[config.mk]
export PLATFORM = sky130hd
export DESIGN_NAME = sha1_regif
export DESIGN_NICKNAME = d
export VERILOG_FILES = /design/src/rtl/sha1_regif_pkg.sv /design/src/rtl/sha1_regif_ctrl.sv /design/src/rtl/sha1_regif_data.sv /design/src/rtl/sha1_regif.sv
export SDC_FILE = /design/constraint.sdc
export NUM_CORES = 1
export LEC_CHECK = 0
export CAP_MARGIN = 10
export CORE_AREA = 5 5 286 288
export CTS_BUF_LIST = sky130_fd_sc_hd__clkbuf_8
export DETAILED_ROUTE_END_ITERATION = 7
export DIE_AREA = 0 0 291 293
export GPL_TIMING_DRIVEN = 0
export SLEW_MARGIN = 40
export SYNTH_ARGS = -nofsm -noshare
export SYNTH_HDL_FRONTEND = slang
export SYNTH_SLANG_ARGS = --single-unit
[constraint.sdc]
create_clock -name clk -period 6.2 [get_ports clk]
set_clock_uncertainty 0.1 [all_clocks]
set_input_delay 0.62 -clock clk [delete_from_list [all_inputs] [get_ports clk]]
set_output_delay 0.62 -clock clk [all_outputs]
set_load 0.02 [all_outputs]
[src/rtl/sha1_regif_pkg.sv]
package sha1_regif_pkg;
  localparam int WORD_W       = 32;
  localparam int ADDR_W       = 8;
  localparam int BLOCK_WORDS  = 16;
  localparam int DIGEST_WORDS = 5;
  localparam int BLOCK_W      = BLOCK_WORDS * WORD_W;
  localparam int DIGEST_W     = DIGEST_WORDS * WORD_W;
  localparam int IDX_W        = $clog2(BLOCK_WORDS);
  localparam int DIG_IDX_W    = $clog2(DIGEST_WORDS);

  localparam logic [ADDR_W-1:0] ADR_ID_HI  = 8'h00;
  localparam logic [ADDR_W-1:0] ADR_ID_LO  = 8'h01;
  localparam logic [ADDR_W-1:0] ADR_VER    = 8'h02;
  localparam logic [ADDR_W-1:0] ADR_CTRL   = 8'h08;
  localparam logic [ADDR_W-1:0] ADR_STATUS = 8'h09;
  localparam logic [ADDR_W-1:0] ADR_BLOCK  = 8'h10;
  localparam logic [ADDR_W-1:0] ADR_DIGEST = 8'h20;

  localparam int CTRL_INIT_BIT  = 0;
  localparam int CTRL_NEXT_BIT  = 1;
  localparam int STAT_READY_BIT = 0;
  localparam int STAT_VALID_BIT = 1;

  typedef enum logic [2:0] {
    SEL_NONE, SEL_ID_HI, SEL_ID_LO, SEL_VER, SEL_STATUS, SEL_BLOCK, SEL_DIGEST
  } readSel_t;

  typedef struct packed {
    logic             blockWr;
    logic             initCmd;
    logic             nextCmd;
    readSel_t         rdSel;
    logic [IDX_W-1:0] wordIdx;
  } strobe_t;
endpackage

[src/rtl/sha1_regif_ctrl.sv]
module sha1_regif_ctrl
  import sha1_regif_pkg::*;
(
  input  logic              cs,
  input  logic              we,
  input  logic [ADDR_W-1:0] addr,
  input  logic [WORD_W-1:0] wrData,
  input  logic              coreReady,
  output strobe_t           strobe,
  output logic              err
);
  logic isBlock;
  logic isDigest;

  always_comb begin
    isBlock  = (int'(addr) >= int'(ADR_BLOCK)) &&
               (int'(addr) <  int'(ADR_BLOCK) + BLOCK_WORDS);
    isDigest = (int'(addr) >= int'(ADR_DIGEST)) &&
               (int'(addr) <  int'(ADR_DIGEST) + DIGEST_WORDS);
  end

  always_comb begin
    strobe = '0;
    err    = 1'b0;
    if (isBlock)       strobe.wordIdx = IDX_W'(addr - ADR_BLOCK);
    else if (isDigest) strobe.wordIdx = IDX_W'(addr - ADR_DIGEST);
    if (cs && we) begin
      if (addr == ADR_CTRL) begin
        strobe.initCmd = wrData[CTRL_INIT_BIT];
        strobe.nextCmd = wrData[CTRL_NEXT_BIT];
      end else if (isBlock) begin
        if (coreReady) strobe.blockWr = 1'b1;
        else           err = 1'b1;
      end else begin
        err = 1'b1;
      end
    end else if (cs) begin
      if      (addr == ADR_ID_HI)  strobe.rdSel = SEL_ID_HI;
      else if (addr == ADR_ID_LO)  strobe.rdSel = SEL_ID_LO;
      else if (addr == ADR_VER)    strobe.rdSel = SEL_VER;
      else if (addr == ADR_STATUS) strobe.rdSel = SEL_STATUS;
      else if (isBlock)            strobe.rdSel = SEL_BLOCK;
      else if (isDigest)           strobe.rdSel = SEL_DIGEST;
      else if (addr != ADR_CTRL)   err = 1'b1;
    end
  end
endmodule

[src/rtl/sha1_regif_data.sv]
module sha1_regif_data
  import sha1_regif_pkg::*;
#(
  parameter logic [WORD_W-1:0] ID_HI   = 32'h0,
  parameter logic [WORD_W-1:0] ID_LO   = 32'h0,
  parameter logic [WORD_W-1:0] VERSION = 32'h0
) (
  input  logic                clk,
  input  logic                rstN,
  input  strobe_t             strobe,
  input  logic [WORD_W-1:0]   wrData,
  input  logic                coreReady,
  input  logic                coreValid,
  input  logic [DIGEST_W-1:0] coreDigest,
  output logic [WORD_W-1:0]   rdData,
  output logic                coreInit,
  output logic                coreNext,
  output logic [BLOCK_W-1:0]  coreBlock
);
  logic [WORD_W-1:0] blockQ      [BLOCK_WORDS];
  logic [WORD_W-1:0] digestWords [DIGEST_WORDS];

  always_ff @(posedge clk or negedge rstN) begin
    if (!rstN) begin
      for (int i = 0; i < BLOCK_WORDS; i++) blockQ[i] <= '0;
      coreInit <= 1'b0;
      coreNext <= 1'b0;
    end else begin
      if (strobe.blockWr) blockQ[strobe.wordIdx] <= wrData;
      coreInit <= strobe.initCmd;
      coreNext <= strobe.nextCmd;
    end
  end

  for (genvar i = 0; i < BLOCK_WORDS; i++) begin : gBlock
    assign coreBlock[(BLOCK_WORDS-1-i)*WORD_W +: WORD_W] = blockQ[i];
  end

  for (genvar j = 0; j < DIGEST_WORDS; j++) begin : gDigest
    assign digestWords[j] = coreDigest[(DIGEST_WORDS-1-j)*WORD_W +: WORD_W];
  end

  always_comb begin
    rdData = '0;
    case (strobe.rdSel)
      SEL_ID_HI:  rdData = ID_HI;
      SEL_ID_LO:  rdData = ID_LO;
      SEL_VER:    rdData = VERSION;
      SEL_STATUS: begin
        rdData[STAT_READY_BIT] = coreReady;
        rdData[STAT_VALID_BIT] = coreValid;
      end
      SEL_BLOCK:  rdData = blockQ[strobe.wordIdx];
      SEL_DIGEST: rdData = digestWords[strobe.wordIdx[DIG_IDX_W-1:0]];
      default:    rdData = '0;
    endcase
  end

  // a busy engine leaves the message block untouched
  assert_block_hold_R10: assert property (@(posedge clk) disable iff (!rstN)
    !coreReady |=> $stable(coreBlock));
endmodule

[src/rtl/sha1_regif.sv]
module sha1_regif
  import sha1_regif_pkg::*;
#(
  parameter logic [WORD_W-1:0] ID_HI   = 32'h73686131,
  parameter logic [WORD_W-1:0] ID_LO   = 32'h5f726567,
  parameter logic [WORD_W-1:0] VERSION = 32'h312e3030
) (
  input  logic                clk,
  input  logic                rstN,
  input  logic                cs,
  input  logic                we,
  input  logic [ADDR_W-1:0]   addr,
  input  logic [WORD_W-1:0]   wrData,
  output logic [WORD_W-1:0]   rdData,
  output logic                err,
  output logic                coreInit,
  output logic                coreNext,
  output logic [BLOCK_W-1:0]  coreBlock,
  input  logic                coreReady,
  input  logic                coreValid,
  input  logic [DIGEST_W-1:0] coreDigest
);
  strobe_t strobe;

  sha1_regif_ctrl u_ctrl (
    .cs        (cs),
    .we        (we),
    .addr      (addr),
    .wrData    (wrData),
    .coreReady (coreReady),
    .strobe    (strobe),
    .err       (err)
  );

  sha1_regif_data #(
    .ID_HI   (ID_HI),
    .ID_LO   (ID_LO),
    .VERSION (VERSION)
  ) u_data (
    .clk        (clk),
    .rstN       (rstN),
    .strobe     (strobe),
    .wrData     (wrData),
    .coreReady  (coreReady),
    .coreValid  (coreValid),
    .coreDigest (coreDigest),
    .rdData     (rdData),
    .coreInit   (coreInit),
    .coreNext   (coreNext),
    .coreBlock  (coreBlock)
  );

  assert_init_src_R3: assert property (@(posedge clk) disable iff (!rstN)
    coreInit |-> $past(cs && we && addr == ADR_CTRL && wrData[CTRL_INIT_BIT]));

  assert_next_src_R3: assert property (@(posedge clk) disable iff (!rstN)
    coreNext |-> $past(cs && we && addr == ADR_CTRL && wrData[CTRL_NEXT_BIT]));

  assert_block_store_R5: assert property (@(posedge clk) disable iff (!rstN)
    (cs && we && addr == ADR_BLOCK && coreReady)
      |=> coreBlock[BLOCK_W-1 -: WORD_W] == $past(wrData));

  assert_quiet_idle_R7: assert property (@(posedge clk) disable iff (!rstN)
    !(cs && !we) |-> rdData == '0);

  assert_err_needs_cs_R8: assert property (@(posedge clk) disable iff (!rstN)
    err |-> cs);
endmodule

==> results of run 1 <==
layer usage:
metal  track usage  wire, um  part of all wire  up-vias
met2         0.604     77200              0.44     2076
met5             0        54           0.00031        -
met1         0.486     66000              0.37    13500
met4         0.243     13400             0.076        8
li1              -         -                 -    10100
met3         0.129     19800              0.11      601
cell usage in the layout (no fill, tap or decap), types with 50 or more instances in the layout:
master           synthesis  layout
a21oi_1                 92      91
clkdlybuf4s50_1          0     746
o21ai_0                 62      61
clkbuf_1               108      51
mux2_2                 597     597
o22ai_1                 96      96
clkbuf_8                 0     122
nand2_1                 54      53
clkbuf_2                 0      56
buf_2                   27      50
mux2i_1                 78      78
nor2_1                 107      97
dfrtp_1                514     514
buf_4                   48      52
sequential cells by signal (all words and copies together) (netlist names):
signal / cells
u_data.coreBlock: 512
u_data.coreInit: 1
u_data.coreNext: 1
how the worst max path moves through the flow:
stage            start               endpoint  slack (ps)  depth (start not counted)
3_3_place_gp      rstN  u_data.coreBlock[259]      -18480                          1
5_1_grt        addr[3]             rdData[31]          40                          9
3_5_place_dp   addr[3]             rdData[31]         -10                          9
4_1_cts        addr[3]             rdData[31]          80                         11
2_1_floorplan  addr[2]             rdData[20]        2410                         10
6_report       addr[3]             rdData[31]        -170                          9
metrics by stage:
| stage | std cells | hold slack [ps] | total power [mW] |
|---|---|---|---|
| floorplan | 2211 | 224 | 3.83 |
| global placement | 4008 | 411 | 4.43 |
| detailed placement | 4037 | 418 | 4.47 |
| CTS | 4210 | 318 | 7.93 |
| global route | 4217 | 377 | 8.15 |
| finish | 4224 | 322 | 7.97 |
power by group:
group / switching, mW / total [mW] / internal [mW]
Clock: 1.65 / 3.52 / 1.87
Combinational: 0.633 / 1.00 / 0.372
Sequential: 0.0454 / 3.44 / 3.40
cell families after synthesis:
| family | Yosys count | share of synthesized area |
|---|---|---|
| muxes | 675 | 0.286 |
| xor gates and xnor gates | 1 | 0.000333 |
| DFF | 514 | 0.490 |
| and+or+nand+nor | 341 | 0.0654 |
| AOI/OAI and AO/OA | 470 | 0.121 |
| buffers and inverters | 210 | 0.0381 |
layout make-up:
class,count,area share
buffer,207,0.0288
sequential,514,0.339
tap,1050,0.0346
clock buffer,122,0.0442
multi-input combinational,1487,0.330
clock inverter,50,0.00877
inverter,3,0.000297
antenna,14,0.000923
timing repair buffer,777,0.213
what timing repair did:
item | 4_1_cts | 5_1_grt
pin swaps | 0 | 0
gates resized for setup | 2 | 6
setup endpoints to repair | 2 | 4
endpoints found under the hold margin | 57 | 0
hold buffers | 1 | 0
==> results_dict.tcl, run 1 <==
set metrics [dict create \
    cp-start-kind "primary input" \
    drive_gt1_frac 0.304 \
    synth_area_per_cell_um2 11.9 \
    post-route-min-period_ps 6370 \
    numPortBuffers 747 \
    overflow 0 \
    critPathBufInv 3 \
    fin_crit_sh 1.03 \
    max_freq_mhz 157 \
    nFillCells 7173 \
    grt.total_usage 0.395 \
    synthesis.nets 2417 \
    power_density_mw_per_mm2 210 \
    grt_max_degree 76 \
    hold_violations 0 \
    grt_pass1_vias 26500 \
    cts_buffer_depth 3 \
    critPathTopFamily "simple AND/OR/NAND/NOR gates" \
    die_area_mm2 0.0853 \
    post-synth-top-count-cell "mux2_2" \
    io_pins 753 \
    cts_made_buffers 93 \
    synth_cell_types 71 \
    vias_per_cell 6.21 \
    gp_congestion 0.997 \
    ff2ff_path_depth 1 \
    yosys-top-cells-area "dfrtp_1, mux2_2, mux2i_1" \
    hpwl_um 130000 \
    grt_pass1_wl_um 233000 \
    outcome "complete, but fails checks" \
    route.detailed.drc 0 \
    failed_checks "negative setup slack" \
    coreArea_mm2 0.0786 \
    postSynthCellCount 2211 \
    clock_insertion_delay_worst_skew_ps 700 \
    cts_tree "done" \
    rsz0062_at_grt "false" \
    dpl_cell_area_mm2 0.0358 \
    wl_per_cell_um 41.8 \
    synth_top_cell_by_area "dfrtp_1" \
    multi_input_area_mm2 0.0125 \
    synth_seq_cells 514 \
    die_w_um 291 \
    clk_pin_slew_ps 60 \
    crit_path_cell_trace "clkdlybuf4s50_1 -> clkbuf_1 -> nor3_1 -> o21ai_0 -> nand2_1 -> nor2_1 -> nand2_2 -> o32ai_1 -> clkdlybuf4s50_1" \
    area_growth_pct 44.4 \
    setup_slack_ps -174 \
    seqCellArea_mm2 0.0129 \
    cpMostUsedCell "clkdlybuf4s50_1" \
    first_iter_violations 3498 \
    rr_endpoint "u_data.coreBlock[40]" \
    cp_max_fo 10 \
    ant_nets 0 \
    dr_total_vias 26200 \
    crit_arrival_ps 5650 \
    root_buffer "clkbuf_8" \
    synth_area_mm2 0.0263 \
    num_rows 103 \
    tightest_slew_ps 957 \
    cp-end-kind "output port" \
    cts_sinks 514 \
    max_slew_margin 0.359 \
    fin_util 0.483 \
    slew_viol_final 0 \
    yosysWarnings 0 \
    setup_viol 1 \
    worstPathRequired_ps 5480 \
    synth.top_cell.area_share 0.490 \
    fin_tns_setup_ps -174 \
    htree_levels 3 \
    cts_setup_buffers 0 \
    antenna_found_initial 21 \
    synth-edff-count 0 \
    worstReg2RegStart "u_data.coreBlock[40]" \
    stdcell_area_mm2 0.0379 \
    first_pass_iters 7 \
    critPathSlowestCell "nor2_1" \
    nets 3289 \
    yosysSeqAreaShare 0.490 \
    cpPeakStageDelay_ps 810 \
    die_h_um 293 \
    synthArstFlopShare 1.00 \
    wirelength_um 177000 \
    cap_violations 0 \
    rrSetupSlack_ps 5190 \
    pre_cts_ws_ps -12.5 \
    synthFlopType "dfrtp_1" \
    vdd_ir_drop_max_mv 0.126 \
    yosys-top-cells-count "mux2_2, dfrtp_1, clkbuf_1" \
    hold_path_class "in2async" \
    crit_type "in2out" \
    p_leak_nw 17.1 \
    start_util 0.334 \
]
Note: power is estimated with default switching activity, not from simulation.
==> inputs of run 2 (changes only) <==
- GPL_ROUTABILITY_DRIVEN: unset -> 1
==> results of run 2 <==
No change in the layout: final DEF, timing and power equal those of run 1.
